<file path="config.mk">
export PLATFORM = sky130hd
export DESIGN_NAME = ide_irq_regwin
export DESIGN_NICKNAME = d
export VERILOG_FILES = /design/src/rtl/ide_regwin_pkg.sv /design/src/rtl/regwin_bswap.sv /design/src/rtl/regwin_decode.sv /design/src/rtl/regwin_irqstat.sv /design/src/rtl/regwin_dataport.sv /design/src/rtl/ide_irq_regwin.sv
export SDC_FILE = /design/constraint.sdc
export NUM_CORES = 1
export LEC_CHECK = 0
export BUFFER_PORTS_ARGS = -buffer_cell sky130_fd_sc_hd__buf_2
export CORE_MARGIN = 4
export CORE_UTILIZATION = 45
export CTS_CLUSTER_DIAMETER = 60
export DETAILED_ROUTE_END_ITERATION = 10
export PLACE_DENSITY_LB_ADDON = 0.25
export SYNTH_ARGS = -nofsm -noshare
export SYNTH_HDL_FRONTEND = slang
export SYNTH_HIERARCHICAL = 1
export SYNTH_SLANG_ARGS = --single-unit
</file>
<file path="constraint.sdc">
create_clock -name clk -period 4.1 [get_ports clk]
set_clock_uncertainty 0.05 [all_clocks]
set_input_delay 0.615 -clock clk [delete_from_list [all_inputs] [get_ports clk]]
set_output_delay 0.615 -clock clk [all_outputs]
set_load 0.01 [all_outputs]
</file>
<file path="src/rtl/ide_regwin_pkg.sv">
// Package: shared constants for the disk controller register window.
// Assumes a 32-bit internal word; index values are decoded from addr[11:4].
package ide_regwin_pkg;
    localparam int IDX_W      = 8;
    localparam logic [IDX_W-1:0] IDX_DATA   = 8'h00;
    localparam logic [IDX_W-1:0] IDX_TIMING = 8'h20;
    localparam logic [IDX_W-1:0] IDX_IRQ    = 8'h30;
    localparam int DMA_BIT    = 31;
    localparam int DISK_BIT   = 30;

    typedef enum logic [1:0] {
        SEL_DATA   = 2'd0,
        SEL_TIMING = 2'd1,
        SEL_IRQ    = 2'd2,
        SEL_NONE   = 2'd3
    } regsel_e;
endpackage

</file>
<file path="src/rtl/regwin_bswap.sv">
// Module: reverses the byte order of a word.
// Assumes WIDTH is a whole number of bytes.
module regwin_bswap #(
    parameter int WIDTH = 32
) (
    input  logic [WIDTH-1:0] din,
    output logic [WIDTH-1:0] dout
);
    localparam int NBYTES = WIDTH / 8;

    // One byte lane per iteration, mirrored end to end.
    for (genvar b = 0; b < NBYTES; b++) begin : g_lane
        assign dout[8*b +: 8] = din[8*(NBYTES-1-b) +: 8];
    end
endmodule

</file>
<file path="src/rtl/regwin_decode.sv">
// Module: turns a byte address into a register selection.
// Assumes 32-bit accesses only; the bits below IDX_LSB are ignored.
module regwin_decode
    import ide_regwin_pkg::*;
#(
    parameter int ADDR_W  = 12,
    parameter int IDX_LSB = 4
) (
    input  logic [ADDR_W-1:0] addr,
    output regsel_e           sel
);
    logic [ADDR_W-IDX_LSB-1:0] idx;
    logic                      unused_low;

    assign idx        = addr[ADDR_W-1:IDX_LSB];
    assign unused_low = ^addr[IDX_LSB-1:0];

    // Map the index onto one of the decoded registers.
    always_comb begin
        if (idx == IDX_W'(IDX_DATA))        sel = SEL_DATA;
        else if (idx == IDX_W'(IDX_TIMING)) sel = SEL_TIMING;
        else if (idx == IDX_W'(IDX_IRQ))    sel = SEL_IRQ;
        else                                sel = SEL_NONE;
    end
endmodule

</file>
<file path="src/rtl/regwin_irqstat.sv">
// Module: sticky DMA completion flag.
// It sets on a rising edge of the DMA input and clears on a software clear
// strobe. A set wins over a clear in the same cycle.
module regwin_irqstat (
    input  logic clk,
    input  logic rst_n,
    input  logic dma_in,
    input  logic clr,
    output logic flag
);
    logic dma_prev;
    logic rise;

    assign rise = dma_in && !dma_prev;

    // Remember the last DMA level for edge detection.
    always_ff @(posedge clk) begin
        if (!rst_n) dma_prev <= 1'b0;
        else        dma_prev <= dma_in;
    end

    // Update the sticky flag; set has priority over clear.
    always_ff @(posedge clk) begin
        if (!rst_n)    flag <= 1'b0;
        else if (rise) flag <= 1'b1;
        else if (clr)  flag <= 1'b0;
    end


    dma_set_chk: assert property (@(posedge clk) disable iff (!rst_n)
        (dma_in && !dma_prev) |=> flag);

    dma_clear_chk: assert property (@(posedge clk) disable iff (!rst_n)
        (clr && !(dma_in && !dma_prev)) |=> !flag);

    dma_hold_chk: assert property (@(posedge clk) disable iff (!rst_n)
        (!clr && !(dma_in && !dma_prev)) |=> $stable(flag));
endmodule

</file>
<file path="src/rtl/regwin_dataport.sv">
// Module: request/acknowledge handshake toward the drive data interface.
// Assumes a new start only arrives while busy is low.
module regwin_dataport #(
    parameter int DATA_W = 32
) (
    input  logic              clk,
    input  logic              rst_n,
    input  logic              start,
    input  logic              we,
    input  logic [DATA_W-1:0] wdata,
    input  logic              ack,
    output logic              req,
    output logic              req_we,
    output logic [DATA_W-1:0] req_wdata,
    output logic              done,
    output logic              busy
);
    assign done = req && ack;
    assign busy = req;

    // Raise the request on start and hold it until acknowledged.
    always_ff @(posedge clk) begin
        if (!rst_n)     req <= 1'b0;
        else if (start) req <= 1'b1;
        else if (done)  req <= 1'b0;
    end

    // Capture the direction and data of a new access.
    always_ff @(posedge clk) begin
        if (!rst_n) begin
            req_we    <= 1'b0;
            req_wdata <= '0;
        end else if (start) begin
            req_we    <= we;
            req_wdata <= wdata;
        end
    end


    dp_hold_chk: assert property (@(posedge clk) disable iff (!rst_n)
        (req && !ack) |=> (req && $stable(req_wdata) && $stable(req_we)));

    dp_release_chk: assert property (@(posedge clk) disable iff (!rst_n)
        (req && ack) |=> !req);
endmodule

</file>
<file path="src/rtl/ide_irq_regwin.sv">
// Module: top of the disk controller register window.
// Holds the timing word and the interrupt state word, forwards data-port
// accesses to the drive, and passes both interrupt lines straight through.
// Assumes the bus is little-endian and the registers are big-endian.
module ide_irq_regwin
    import ide_regwin_pkg::*;
#(
    parameter int ADDR_W  = 12,
    parameter int DATA_W  = 32,
    parameter int IDX_LSB = 4
) (
    input  logic              clk,
    input  logic              rst_n,
    input  logic              bus_req,
    input  logic              bus_we,
    input  logic [ADDR_W-1:0] bus_addr,
    input  logic [DATA_W-1:0] bus_wdata,
    output logic              bus_busy,
    output logic              bus_rsp,
    output logic [DATA_W-1:0] bus_rdata,
    output logic              drv_req,
    output logic              drv_we,
    output logic [DATA_W-1:0] drv_wdata,
    input  logic [DATA_W-1:0] drv_rdata,
    input  logic              drv_ack,
    input  logic              dma_irq_in,
    input  logic              disk_irq_in,
    output logic              dma_irq_out,
    output logic              disk_irq_out
);
    localparam int UNUSED_W = DATA_W - 2;

    regsel_e           sel;
    logic [DATA_W-1:0] wdata_int;
    logic [DATA_W-1:0] timing_q;
    logic [DATA_W-1:0] reg_rd;
    logic [DATA_W-1:0] rd_int;
    logic [DATA_W-1:0] rd_bus;
    logic              accept;
    logic              reg_acc;
    logic              dp_start;
    logic              dp_done;
    logic              irq_clr;
    logic              dma_flag;
    logic              timing_wr;

    regwin_decode #(.ADDR_W(ADDR_W), .IDX_LSB(IDX_LSB)) u_dec (
        .addr (bus_addr),
        .sel  (sel)
    );

    regwin_bswap #(.WIDTH(DATA_W)) u_wswap (
        .din  (bus_wdata),
        .dout (wdata_int)
    );

    assign accept    = bus_req && !bus_busy;
    assign reg_acc   = accept && (sel != SEL_DATA);
    assign dp_start  = accept && (sel == SEL_DATA);
    assign timing_wr = reg_acc && bus_we && (sel == SEL_TIMING);
    assign irq_clr   = reg_acc && bus_we && (sel == SEL_IRQ) && wdata_int[DMA_BIT];

    regwin_irqstat u_irq (
        .clk    (clk),
        .rst_n  (rst_n),
        .dma_in (dma_irq_in),
        .clr    (irq_clr),
        .flag   (dma_flag)
    );

    regwin_dataport #(.DATA_W(DATA_W)) u_dp (
        .clk       (clk),
        .rst_n     (rst_n),
        .start     (dp_start),
        .we        (bus_we),
        .wdata     (wdata_int),
        .ack       (drv_ack),
        .req       (drv_req),
        .req_we    (drv_we),
        .req_wdata (drv_wdata),
        .done      (dp_done),
        .busy      (bus_busy)
    );

    // Interrupt lines leave the block unchanged.
    assign dma_irq_out  = dma_irq_in;
    assign disk_irq_out = disk_irq_in;

    // Store the timing word on a decoded write.
    always_ff @(posedge clk) begin
        if (!rst_n)         timing_q <= '0;
        else if (timing_wr) timing_q <= wdata_int;
    end

    // Pick the internal value a register read returns.
    always_comb begin
        case (sel)
            SEL_TIMING: reg_rd = timing_q;
            SEL_IRQ:    reg_rd = {dma_flag, disk_irq_in, {UNUSED_W{1'b0}}};
            default:    reg_rd = '1;
        endcase
    end

    assign rd_int = dp_done ? drv_rdata : reg_rd;

    regwin_bswap #(.WIDTH(DATA_W)) u_rswap (
        .din  (rd_int),
        .dout (rd_bus)
    );

    // Register the response pulse and read data.
    always_ff @(posedge clk) begin
        if (!rst_n) begin
            bus_rsp   <= 1'b0;
            bus_rdata <= '0;
        end else begin
            bus_rsp <= reg_acc || dp_done;
            if ((reg_acc && !bus_we) || (dp_done && !drv_we))
                bus_rdata <= rd_bus;
        end
    end


    reg_rsp_chk: assert property (@(posedge clk) disable iff (!rst_n)
        reg_acc |=> bus_rsp);

    timing_keep_chk: assert property (@(posedge clk) disable iff (!rst_n)
        !timing_wr |=> $stable(timing_q));

    dp_rsp_chk: assert property (@(posedge clk) disable iff (!rst_n)
        (drv_req && drv_ack) |=> bus_rsp);

    rsp_single_chk: assert property (@(posedge clk) disable iff (!rst_n)
        (bus_rsp && !bus_busy && !drv_req) |=> !bus_rsp || $past(accept || dp_done));
endmodule

</file>
==> qor.csv <==
metric,value,unit
number of detailed-route iterations in the first pass,4,
global route overflow,0,
total length of routed wires,11300,µm
Root Driver,sky130_fd_sc_hd__clkbuf_16,
hold path start,timing_q[15]$_SDFFE_PN0P_,
number of buffers created by CTS,9,
final number of setup-violating endpoints,0,
DRC Markers,0,
startpoint class of the critical path,primary input,
reg2reg start,u_dp/busy$_SDFFE_PN0P_,
count of state elements after synthesis,101,
Mapped Cells,591,
nets,734,
relative slew slack,49.0,%
netlist area before placement,5180,µm²
count of cell types in the netlist,28,
destination of the worst register-to-register timing path,bus_rdata[26]$_SDFFE_PN0P_,
gpl congestion,0.819,
Synth Net Count,678,
clock latency reported for the late side of the worst-skew pair,0.33,ns
number of global-route vias before repair,3598,
final count of pins violating max slew,0,
status,finished clean,
number of nets with antenna violations after detailed routing,0,
Cell Pwr Density,355,nW/µm²
post-place instance area,5350,µm²
Hold Crit Endpoint,timing_q[15]$_SDFFE_PN0P_,
placeable core region,11000,µm²
instance count on the critical path,11,
count of standard-cell rows,38,
peak per-stage delay on the critical path,0.54,ns
Arrival @ worst endpoint,2.85,ns
count of boundary I/O pins,153,
share of layout cells above drive strength 1,27.3,%
"Critical Path, Cell by Cell","buf_2, nor4_2, nand3b_1, inv_1, ha_1, nand2b_1, buf_4, o21ai_0, o21ai_0, nand2_1, mux2i_1",
count of H-tree levels built during CTS,3,
Avg Inst Size Synth,8.76,µm²
number of stages on the worst hold path,2,
part of the power in registers,51.1,%
maximum fanout along the worst path,21,
number of hold violations in the final report,0,
net load switching power,0.464,mW
predominant post-synthesis flop cell,sky130_fd_sc_hd__dfxtp_1,
switching part of the total,23.3,%
fin crit period,2.64,ns
RSZ-0062 raised after global routing,false,
worst path buffer plus inverter count,3,
starting density of the core,46.9,%
maximum number of pins on one net before global-route repair,86,
period utilisation layout,64.4,%
sum of negative setup slack,0,ns
peak supply drop,0.159,mV
DR iter-0 viols,224,
fraction of power consumed by combinational cells,9.0,%
hold buffers post-CTS,0,
synthesis warning total,6,
fraction of synthesis flops using an asynchronous set or reset pin,0,%
number of enable flip-flop cells after synthesis,0,
actual slew at the worst max-slew pin,0.765,ns
number of buffers added for setup after CTS,0,
total vias in the final route,3795,
Critical Path RT,4.31,ns
"commonest non-fill, non-tap cell in the layout",sky130_fd_sc_hd__nand2_1,
number of gates resized after cts,0,
maximum number of buffers from clock root to sink,2,
global-route wire length before repair,18000,µm
layout overhead on the synthesized area,8.63,%
dominant cell type by count on the critical path,sky130_fd_sc_hd__o21ai_0,
"Non-Filler Cell Area, Final",5630,µm²
"leading cell types in the layout, fill and taps excluded","sky130_fd_sc_hd__nand2_1, sky130_fd_sc_hd__buf_2, sky130_fd_sc_hd__dfxtp_1, sky130_fd_sc_hd__mux2i_1, sky130_fd_sc_hd__o21ai_0",
reg-to-reg setup timing slack,2.02,ns
clock transition at the registers of the reported paths,0.07,ns
diode count,0,
"CP delay by family, top",simple AND/OR/NAND/NOR gates,
max frequency,379,MHz
length in cells of the worst reg-to-reg path,6,
Die Y,115,µm
internal power consumption,1.53,mW
Overall Global Routing Usage,17.0,%
Sink Count,101,
cell type of the slowest stage on the worst timing path,sky130_fd_sc_hd__nand2b_1,
post-DR wirelength/cell,14.3,µm
number of buffers inserted by port buffering,148,
via count normalized by instance count,4.79,
die extent in x,115,µm
part of the power in the clock network,39.9,%
clock tree from TritonCTS,built,
detailed placer's ending HPWL,8240,µm
initial antenna violation count,0,
Leakage Power,2.53,nW
worst setup path startpoint,bus_addr[5],
sort of element at the end of the critical path,flop,
Die ar.,13300,µm²
type of the setup path with the least slack,primary input to flop,
type of the tightest min-delay check,flop to flop,
Max Cap Viol,0,
sequential area share after synthesis,39.0,%
fill cell instance count of the final layout,1071,
[power groups by stage]
stage	clock [mW]	sequential [mW]	combinational [mW]
CTS	0.826	1.02	0.182
detailed placement	0	1.04	0.182
floorplan	0	1.05	0.113
global route	0.864	1.02	0.200
finish	0.796	1.02	0.180
global placement	0	1.04	0.179
[sequential cells by signal, indices dropped and copies added (netlist names)]
signal,flops
u_dp/req_wdata,32
timing_q,32
u_dp/busy,1
u_irq/flag,1
bus_rsp,1
u_dp/req_we,1
u_irq/dma_prev,1
bus_rdata,32
[per-stage QoR]
stage | power [mW] | hold WS (ns) | util, % | std cells | setup WS (ns)
after global routing | 2.09 | 0.422 | 51.0 | 792 | 1.18
final | 2.00 | 0.404 | 51.0 | 792 | 1.46
after detailed placement | 1.22 | 0.395 | 48.5 | 776 | 1.09
after global placement | 1.22 | 0.391 | 48.5 | 776 | 1.19
after CTS | 2.03 | 0.407 | 51.0 | 792 | 1.46
after floorplan | 1.17 | 0.382 | - | 591 | 1.86
[worst register-to-register path: cells and delay by family, from the launching register on]
| kind | cells | cell delay, ns |
|---|---|---|
| buffers and inverters | 2 | 0.75 |
| and+or+nand+nor | 2 | 0.47 |
| DFF | 1 | 0.44 |
| muxes | 1 | 0.21 |
| AOI/OAI and AO/OA | 1 | 0.04 |
[cells in the mapped netlist, types with 2 or more instances]
library cell,instances,area share (%)
sky130_fd_sc_hd__and2_1,2,0.24
sky130_fd_sc_hd__o21ai_0,60,5.8
sky130_fd_sc_hd__buf_4,67,9.7
sky130_fd_sc_hd__dfxtp_1,101,39
sky130_fd_sc_hd__mux2_2,2,0.43
sky130_fd_sc_hd__mux2i_1,97,19
sky130_fd_sc_hd__nand2_1,160,12
sky130_fd_sc_hd__nand2b_1,3,0.36
sky130_fd_sc_hd__ha_1,4,0.97
sky130_fd_sc_hd__a22oi_1,2,0.29
sky130_fd_sc_hd__clkbuf_1,29,2.1
sky130_fd_sc_hd__inv_1,4,0.29
sky130_fd_sc_hd__nor2b_1,35,4.2
sky130_fd_sc_hd__o21a_1,2,0.29
sky130_fd_sc_hd__buf_6,4,0.87
sky130_fd_sc_hd__buf_12,7,2.7
[worst max-delay path by stage]
| stage | endpoint | slack [ns] |
|---|---|---|
| after detailed placement | bus_rdata[26]$_SDFFE_PN0P_ | 1.09 |
| after CTS | bus_rdata[26]$_SDFFE_PN0P_ | 1.46 |
| final | bus_rdata[26]$_SDFFE_PN0P_ | 1.46 |
| after global placement | bus_rdata[24]$_SDFFE_PN0P_ | 1.19 |
| after global routing | bus_rdata[26]$_SDFFE_PN0P_ | 1.18 |
| after floorplan | bus_rdata[0]$_SDFFE_PN0P_ | 1.86 |
[cell families (layout without fill, tap and decap cells)]
logic type,after synthesis,count (layout),share of synthesized area [%]
simple gates,208,208,18.0
fa+ha+maj,4,4,0.966
mux,99,99,19.2
compound gates,66,66,6.91
flops,101,101,39.0
xor+xnor,1,1,0.169
buf+inv,112,173,15.8
[layout make-up]
| class | instances | area [µm²] | area share (%) |
|---|---|---|---|
| multi-input combinational | 378 | 2340 | 41.6 |
| tap | 140 | 175 | 3.11 |
| clock inverter | 4 | 22.5 | 0.400 |
| inverter | 4 | 15.0 | 0.267 |
| clock buffer | 12 | 256 | 4.56 |
| sequential | 101 | 2020 | 35.9 |
| timing repair buffer | 153 | 793 | 14.1 |
[layer usage]
metal | global-route usage [%] | part of all wire [%]
met1 | 25.9 | 52
met2 | 23.4 | 41
met3 | 3.21 | 6.2
met4 | 6.73 | 1.6
met5 | 0 | 0
Note: power is estimated with default switching activity, not from simulation.
